File: src/rtl/seq_trig_pkg.sv
`timescale 1ns/1ps
package seq_trig_pkg;

   localparam int COND_W = 3;

   typedef enum logic [COND_W-1:0] {
      CND_ANY  = 3'd0,
      CND_LOW  = 3'd1,
      CND_HIGH = 3'd2,
      CND_RISE = 3'd3,
      CND_FALL = 3'd4,
      CND_EDGE = 3'd5
   } cond_e;

   // Evaluate one bit condition against the present and previous sample.
   function automatic logic cond_eval(input logic [COND_W-1:0] c,
                                      input logic now_b,
                                      input logic old_b);
      logic r;
      case (c)
         CND_LOW:  r = !now_b;
         CND_HIGH: r = now_b;
         CND_RISE: r = now_b && !old_b;
         CND_FALL: r = !now_b && old_b;
         CND_EDGE: r = now_b ^ old_b;
         default:  r = 1'b1;
      endcase
      return r;
   endfunction

endpackage

File: src/rtl/seq_trig_cfg.sv
`timescale 1ns/1ps
module seq_trig_cfg #(
   parameter int PROBE_W    = 8,
   parameter int MAX_LEVELS = 10,
   parameter int LVL_W      = 4,
   parameter int ADDR_W     = 4,
   parameter int DATA_W     = 24
) (
   input  logic                                 clk,
   input  logic                                 rst_n,
   input  logic                                 lock,
   input  logic                                 we,
   input  logic [ADDR_W-1:0]                    addr,
   input  logic [DATA_W-1:0]                    wdata,
   output logic [MAX_LEVELS-1:0][DATA_W-1:0]    lvl_cond,
   output logic [PROBE_W-1:0]                   mask,
   output logic [LVL_W-1:0]                     nlev_eff,
   output logic                                 ext_en
);

   localparam logic [ADDR_W-1:0] MASK_ADDR = ADDR_W'(MAX_LEVELS);
   localparam logic [ADDR_W-1:0] CTRL_ADDR = ADDR_W'(MAX_LEVELS + 1);

   logic             wr_ok;
   logic [LVL_W-1:0] nlev_raw;

   assign wr_ok = we && !lock;

   generate
      for (genvar g = 0; g < MAX_LEVELS; g++) begin : g_lvl
         always_ff @(posedge clk or negedge rst_n) begin
            if (!rst_n)
               lvl_cond[g] <= '0;
            else if (wr_ok && addr == ADDR_W'(g))
               lvl_cond[g] <= wdata;
         end
      end
   endgenerate

   always_ff @(posedge clk or negedge rst_n) begin
      if (!rst_n) begin
         mask     <= '1;
         nlev_raw <= LVL_W'(1);
         ext_en   <= 1'b0;
      end else if (wr_ok) begin
         if (addr == MASK_ADDR)
            mask <= wdata[PROBE_W-1:0];
         if (addr == CTRL_ADDR) begin
            nlev_raw <= wdata[LVL_W-1:0];
            ext_en   <= wdata[LVL_W];
         end
      end
   end

   always_comb begin
      if (nlev_raw == '0)
         nlev_eff = LVL_W'(1);
      else if (nlev_raw > LVL_W'(MAX_LEVELS))
         nlev_eff = LVL_W'(MAX_LEVELS);
      else
         nlev_eff = nlev_raw;
   end

endmodule

File: src/rtl/seq_trig_match.sv
`timescale 1ns/1ps
module seq_trig_match #(
   parameter int PROBE_W = 8,
   localparam int CW     = seq_trig_pkg::COND_W
) (
   input  logic [CW*PROBE_W-1:0] cond,
   input  logic [PROBE_W-1:0]    mask,
   input  logic [PROBE_W-1:0]    cur,
   input  logic [PROBE_W-1:0]    prv,
   output logic                  hit
);

   logic [PROBE_W-1:0] bit_ok;

   generate
      for (genvar i = 0; i < PROBE_W; i++) begin : g_bit
         assign bit_ok[i] = !mask[i] ||
                            seq_trig_pkg::cond_eval(cond[CW*i +: CW], cur[i], prv[i]);
      end
   endgenerate

   assign hit = &bit_ok;

endmodule

File: src/rtl/seq_trig_seq.sv
`timescale 1ns/1ps
module seq_trig_seq #(
   parameter int MAX_LEVELS = 10,
   parameter int LVL_W      = 4,
   parameter int OUT_DELAY  = 4
) (
   input  logic             clk,
   input  logic             rst_n,
   input  logic             arm,
   input  logic             hit,
   input  logic             ext_n,
   input  logic             ext_en,
   input  logic [LVL_W-1:0] nlev,
   output logic             armed,
   output logic             triggered,
   output logic [LVL_W-1:0] level,
   output logic             evt,
   output logic             out_n
);

   logic                 last, ext_ok, fire;
   logic [OUT_DELAY-1:0] dly;

   assign last   = (level == nlev - LVL_W'(1));
   assign ext_ok = !ext_en || !ext_n;
   assign fire   = armed && !arm && hit && last && ext_ok;

   always_ff @(posedge clk or negedge rst_n) begin
      if (!rst_n) begin
         armed     <= 1'b0;
         triggered <= 1'b0;
         level     <= '0;
         evt       <= 1'b0;
      end else begin
         evt <= fire;
         if (arm) begin
            armed     <= 1'b1;
            triggered <= 1'b0;
            level     <= '0;
         end else if (fire) begin
            armed     <= 1'b0;
            triggered <= 1'b1;
         end else if (armed && hit && !last) begin
            level <= level + LVL_W'(1);
         end
      end
   end

   generate
      if (OUT_DELAY == 1) begin : g_dly_one
         always_ff @(posedge clk or negedge rst_n) begin
            if (!rst_n) dly <= '0;
            else        dly <= evt;
         end
      end else begin : g_dly_shift
         always_ff @(posedge clk or negedge rst_n) begin
            if (!rst_n) dly <= '0;
            else        dly <= {dly[OUT_DELAY-2:0], evt};
         end
      end
   endgenerate

   assign out_n = !dly[OUT_DELAY-1];

endmodule

File: src/rtl/seq_trig.sv
`timescale 1ns/1ps
module seq_trig #(
   parameter int  PROBE_W    = 8,
   parameter int  MAX_LEVELS = 10,
   parameter int  OUT_DELAY  = 4,
   localparam int LVL_W      = $clog2(MAX_LEVELS + 1),
   localparam int ADDR_W     = $clog2(MAX_LEVELS + 2),
   localparam int DATA_W     = seq_trig_pkg::COND_W * PROBE_W
) (
   input  logic              clk,
   input  logic              rst_n,
   input  logic [PROBE_W-1:0] probe,
   input  logic              ext_trig_n,
   input  logic              arm,
   input  logic              cfg_we,
   input  logic [ADDR_W-1:0] cfg_addr,
   input  logic [DATA_W-1:0] cfg_wdata,
   output logic              trig_event,
   output logic              trig_out_n,
   output logic              triggered,
   output logic              armed,
   output logic [LVL_W-1:0]  cur_level
);

   generate
      if (PROBE_W < 1 || MAX_LEVELS < 1 || OUT_DELAY < 1 || DATA_W < LVL_W + 1) begin : g_bad_cfg
         $error("seq_trig: illegal parameter set");
      end
   endgenerate

   logic [PROBE_W-1:0]                prv;
   logic [MAX_LEVELS-1:0][DATA_W-1:0] lvl_cond;
   logic [PROBE_W-1:0]                mask;
   logic [LVL_W-1:0]                  nlev_eff;
   logic                              ext_en;
   logic [DATA_W-1:0]                 cond_sel;
   logic                              hit;

   always_ff @(posedge clk or negedge rst_n) begin
      if (!rst_n) prv <= '0;
      else        prv <= probe;
   end

   seq_trig_cfg #(
      .PROBE_W(PROBE_W), .MAX_LEVELS(MAX_LEVELS), .LVL_W(LVL_W),
      .ADDR_W(ADDR_W), .DATA_W(DATA_W)
   ) u_cfg (
      .clk(clk), .rst_n(rst_n), .lock(armed), .we(cfg_we),
      .addr(cfg_addr), .wdata(cfg_wdata), .lvl_cond(lvl_cond),
      .mask(mask), .nlev_eff(nlev_eff), .ext_en(ext_en)
   );

   always_comb begin
      cond_sel = '0;
      for (int i = 0; i < MAX_LEVELS; i++)
         if (cur_level == LVL_W'(i)) cond_sel = lvl_cond[i];
   end

   seq_trig_match #(.PROBE_W(PROBE_W)) u_match (
      .cond(cond_sel), .mask(mask), .cur(probe), .prv(prv), .hit(hit)
   );

   seq_trig_seq #(
      .MAX_LEVELS(MAX_LEVELS), .LVL_W(LVL_W), .OUT_DELAY(OUT_DELAY)
   ) u_seq (
      .clk(clk), .rst_n(rst_n), .arm(arm), .hit(hit), .ext_n(ext_trig_n),
      .ext_en(ext_en), .nlev(nlev_eff), .armed(armed), .triggered(triggered),
      .level(cur_level), .evt(trig_event), .out_n(trig_out_n)
   );

endmodule

File: config.mk
export PLATFORM = sky130hd
export DESIGN_NAME = seq_trig
export DESIGN_NICKNAME = d
export VERILOG_FILES = /design/src/rtl/seq_trig_pkg.sv /design/src/rtl/seq_trig_cfg.sv /design/src/rtl/seq_trig_match.sv /design/src/rtl/seq_trig_seq.sv /design/src/rtl/seq_trig.sv
export SDC_FILE = /design/constraint.sdc
export NUM_CORES = 1
export LEC_CHECK = 0
export ABC_AREA = 1
export CELL_PAD_IN_SITES_DETAIL_PLACEMENT = 1
export CELL_PAD_IN_SITES_GLOBAL_PLACEMENT = 1
export CORE_AREA = 4 4 176 178
export CTS_BUF_LIST = sky130_fd_sc_hd__clkbuf_8
export DETAILED_ROUTE_END_ITERATION = 8
export DIE_AREA = 0 0 180 182
export GPL_TIMING_DRIVEN = 0
export PLACE_DENSITY = 0.85
export SKIP_LAST_GASP = 1
export SYNTH_ARGS = -nofsm -noshare
export SYNTH_HDL_FRONTEND = slang
export SYNTH_HIERARCHICAL = 1
export SYNTH_SLANG_ARGS = --single-unit
File: constraint.sdc
create_clock -name clk -period 3 [get_ports clk]
set_input_delay 0.3 -clock clk [delete_from_list [all_inputs] [get_ports clk]]
set_output_delay 0.3 -clock clk [all_outputs]
set_load 0.02 [all_outputs]
==> summary.txt <==
STA
  • Worst-Margin Slew: 1.05 ns
  • Setup repair after global routing missed its margin: true
  • Worst-case setup margin in the final layout: -0.232 ns
  • Top achievable clock speed: a little over 0.3 GHz
  • Final number of max-transition violations: 0
  • Period utilization: 108%
  • Number of endpoints with negative hold slack in the final report: 0
  • Worst clock skew: ~0.029 ns
  • Final period demand of the worst path: between 3 and 4 ns
  • Relative slew margins: between 20 and 30%
  • Setup violations, final: 7

Synthesis
  • Syn_area_per_cell: 7.45 um2
  • Xor/xnor share of the synthesized area: less than 1%
  • Count of warnings emitted by yosys: 6
  • Post-Synthesis Cells: 1827
  • Number of library cell types mapped by synthesis: 33
  • Fraction of post-synthesis cell area in the top cell type by area: just under 50%
  • Multiplexer area fraction after synthesis: 0%
  • Complex-gate fraction of the synthesized area: less than 1%
  • Mapped Area: roughly 14000 um2
  • EDFF count, synth: 0
  • Post-synthesis share of cell area spent on and, or, nand and nor gates: 40.0%
  • Synth area leader: sky130_fd_sc_hd__dfrtp_1
  • Most instantiated flip-flop cell in the synthesis netlist: sky130_fd_sc_hd__dfrtp_1
  • Combinational family with the most area after synthesis: simple AND/OR/NAND/NOR gates
  • Leading post-synthesis cells by cell area: sky130_fd_sc_hd__dfrtp_1 (48%), sky130_fd_sc_hd__nand2_1 (21%), sky130_fd_sc_hd__nand3_1 (12%)
  • Syn nets: roughly 1900
  • Most common cell in the synthesized netlist: sky130_fd_sc_hd__nand2_1
  • Total of flip-flops plus latches after synthesis: between 200 and 300
  • Most common library cells after synthesis: sky130_fd_sc_hd__nand2_1 (749), sky130_fd_sc_hd__nand3_1 (339), sky130_fd_sc_hd__dfrtp_1 (263)
  • Share of the yosys chip area belonging to registers: around half
  • Adder and majority gate portion of the synthesized area: 1.65%
  • Share of synthesized flip-flops with an asynchronous set or reset: 100%

Detailed routing
  • Via count: 13455
  • Drt pass-1 iters: 5
  • Overall routed net length: 50900 um
  • Iteration-0 DRC Markers: 1244
  • Via count normalized by instance count: 5.67
  • Post-DRT Antenna Nets: 0
  • Average wire per standard cell: approximately 21 um
  • Remaining routing DRC violations: 0

Min path
  • Path category of the worst min-delay check: in -> reg

Die
  • Number of rows created at floorplan: 63
  • Initial Utilization: 46.3%
  • Area enclosed by the die boundary: about 33000 um2
  • Area of the placeable core: a little under 30000 um2
  • Boundary pin count: between 40 and 50
  • Die X-Extent: approximately 180 um
  • Die Y-Extent: around 180 um

Critical path
  • Kind of start point of the critical path: register
  • Worst Setup End Kind: register
  • Worst path bufs/invs: 6
  • Data required, critical path: about 3.5 ns
  • Crit-path max cell delay: between 0.5 and 0.6 ns
  • Category of the critical setup timing path: reg -> reg
  • Slowest library cell on the worst path: sky130_fd_sc_hd__dfrtp_4
  • Crit-path max FO: 10
  • Critical Path AT: 3.74 ns
  • Cell Chain, Critical Path: inv_4 > nor2_4 > inv_2 > nor2_4 > buf_6 > nand2_1 > nand4_1 > nor2_2 > nand4_1 > buf_4 > nand3_1 > nand3_1 > nand2_2 > nand2_2 > nand3_2 > nor2_4 > nand2_2 > a211oi_2 > nand3_1 > buf_4 > inv_1
  • Critical path's top delay family: simple AND/OR/NAND/NOR gates

Clock network
  • Clock-pin slew of the registers on the worst-case setup and hold paths: 0.06 ns
  • Clock Latency Late Sink: roughly 0.57 ns
  • TritonCTS clock tree: yes
  • H-tree levels: 2
  • Inserted Clock Buffers: just under 50
  • Number of buffers between clock root and the deepest sink: 3
  • Master cell of the clock root buffer: sky130_fd_sc_hd__clkbuf_8
  • Num Clock Sinks: approximately 270

Pwr
  • P per Cell Area: 794 nW/um2
  • IR Drop Worst-Case VDD: 0.373 mV
  • Cell leakage power: ~8.5 nW

Cells and area
  • Inserted Diodes: 0
  • Synthesis-to-finish area growth: 18.2%
  • Non-filler instance count after layout: between 2000 and 2500
  • Layout net count: 2008
  • Post-Layout Inst Area: about 16000 um2
  • Fraction of final layout cells sized beyond drive strength 1: between 10% and 20%

Place
  • Input/output buffers: 32
  • Number of placed cells counting well taps: approximately 2300
  • Half-perimeter wire length after placement: about 33000 um
  • Placer's final routability congestion estimate: between 0.8 and 0.9
  • Placement Cell Area: between 10000 and 15000 um2
  • Setup Slack @ Placement: -0.949 ns

Global route
  • Largest net degree at the start of global routing: 121
  • Vias in the first global route: around 14000
  • Total global-route track usage: between 30% and 40%
  • Final global-route overflow total: 0
  • Wire length of the first global-routing pass: just under 80000 um
  • Antenna violations before repair: 1

Run status
  • Failing checks: negative setup slack
  • Result of the run: complete, but fails checks

Job
  • Number of max-cap violations: 0
cells in the final DEF (no fill, tap or decap), types with 13 or more instances in the layout:
cell type and instances:
sky130_fd_sc_hd__buf_2 40, sky130_fd_sc_hd__inv_1 113, sky130_fd_sc_hd__clkbuf_1 61, sky130_fd_sc_hd__clkbuf_8 65
sky130_fd_sc_hd__nand4_1 50, sky130_fd_sc_hd__dfrtp_1 259, sky130_fd_sc_hd__nand3_1 335, sky130_fd_sc_hd__ha_1 18
sky130_fd_sc_hd__nor2_1 94, sky130_fd_sc_hd__inv_2 15, sky130_fd_sc_hd__clkdlybuf4s50_1 31, sky130_fd_sc_hd__buf_4 28
sky130_fd_sc_hd__nor2_2 20, sky130_fd_sc_hd__nand2_1 741, sky130_fd_sc_hd__buf_6 13
kinds of logic after synthesis:
kind of cell,after synthesis
DFF,272
buffers and inverters,239
xor gates and xnor gates,5
AOI/OAI and AO/OA,21
and+or+nand+nor,1272
adders and majority gates,18
stage by stage:
step	hold slack, ns	util, %	power, mW	setup TNS [ns]
after floorplan	0.00441	-	7.35	0
after global placement	0.335	49.1	8.40	-2844.84
after detailed placement	0.338	49.3	8.65	-5.99
after CTS	0.219	54.2	12.6	-0.816
after global routing	0.245	54.8	13.5	-2.61
final	0.247	54.8	12.8	-1.25
report_power, final:
group | leakage, nW | switching, mW | internal [mW]
registers | 3.61 | 0.645 | 4.69
clock network | 0.579 | 1.61 | 2.00
logic | 4.31 | 2.52 | 1.32
path summary, 6_finish.rpt:
check,startpoint,cells after the start,to,slack [ns]
setup / recovery,u_seq/level[0],21,u_seq/evt,-0.23
hold / removal,cfg_wdata[13],3,u_cfg/lvl_cond[109],0.25
setup reg to reg,u_seq/level[0],21,u_seq/evt,-0.23
hold reg to reg,u_seq/dly[0],0,u_seq/dly[1],0.35
max in group asynchronous,rst_n,3,u_cfg/lvl_cond[210],1.56
min in group asynchronous,rst_n,2,u_seq/dly[1],0.31
what timing repair did:
action                                  in CTS  in global routing
gates cloned                                 1                  1
endpoints found under the setup margin       7                  7
gates resized for setup                     76                 38
hold endpoints to repair                    82                  0
setup buffers                               29                  6
pin swaps                                   23                 26
hold buffers                                 1                  0
area by class of cell:
cell class,instances,area (um2)
Clock inverter,21,113
Sequential cell,272,6830
Multi-Input combinational cell,1316,6000
Buffer,123,624
Inverter,116,440
Timing Repair Buffer,71,717
Tap cell,390,488
Fill cell,3703,13300
Clock buffer,65,895
tightest hold or removal path: cells and delay by family:
family                 cells  cell delay, ns
AND/OR/NAND/NOR            2            0.22
buffers and inverters      1            0.26
layer usage:
layer  GRT usage [%]  vias up  share of wire [%]
met5               0        -              0.016
met4            11.7        2                4.3
met3            4.73      170                6.5
met2            50.6      585                 48
met1            39.2     6661                 41
li1                -     6037                  -
state kept, by name (all words and copies together) (netlist names):
register and flops:
u_cfg/nlev_raw 4, u_cfg/mask 8, u_cfg/lvl_cond 240, u_cfg/ext_en 1, u_seq/triggered 1, u_seq/evt 1
prv 8, u_seq/dly 4, u_seq/armed 1, u_seq/level 4
No activity file was read; power rests on OpenSTA's default activity.
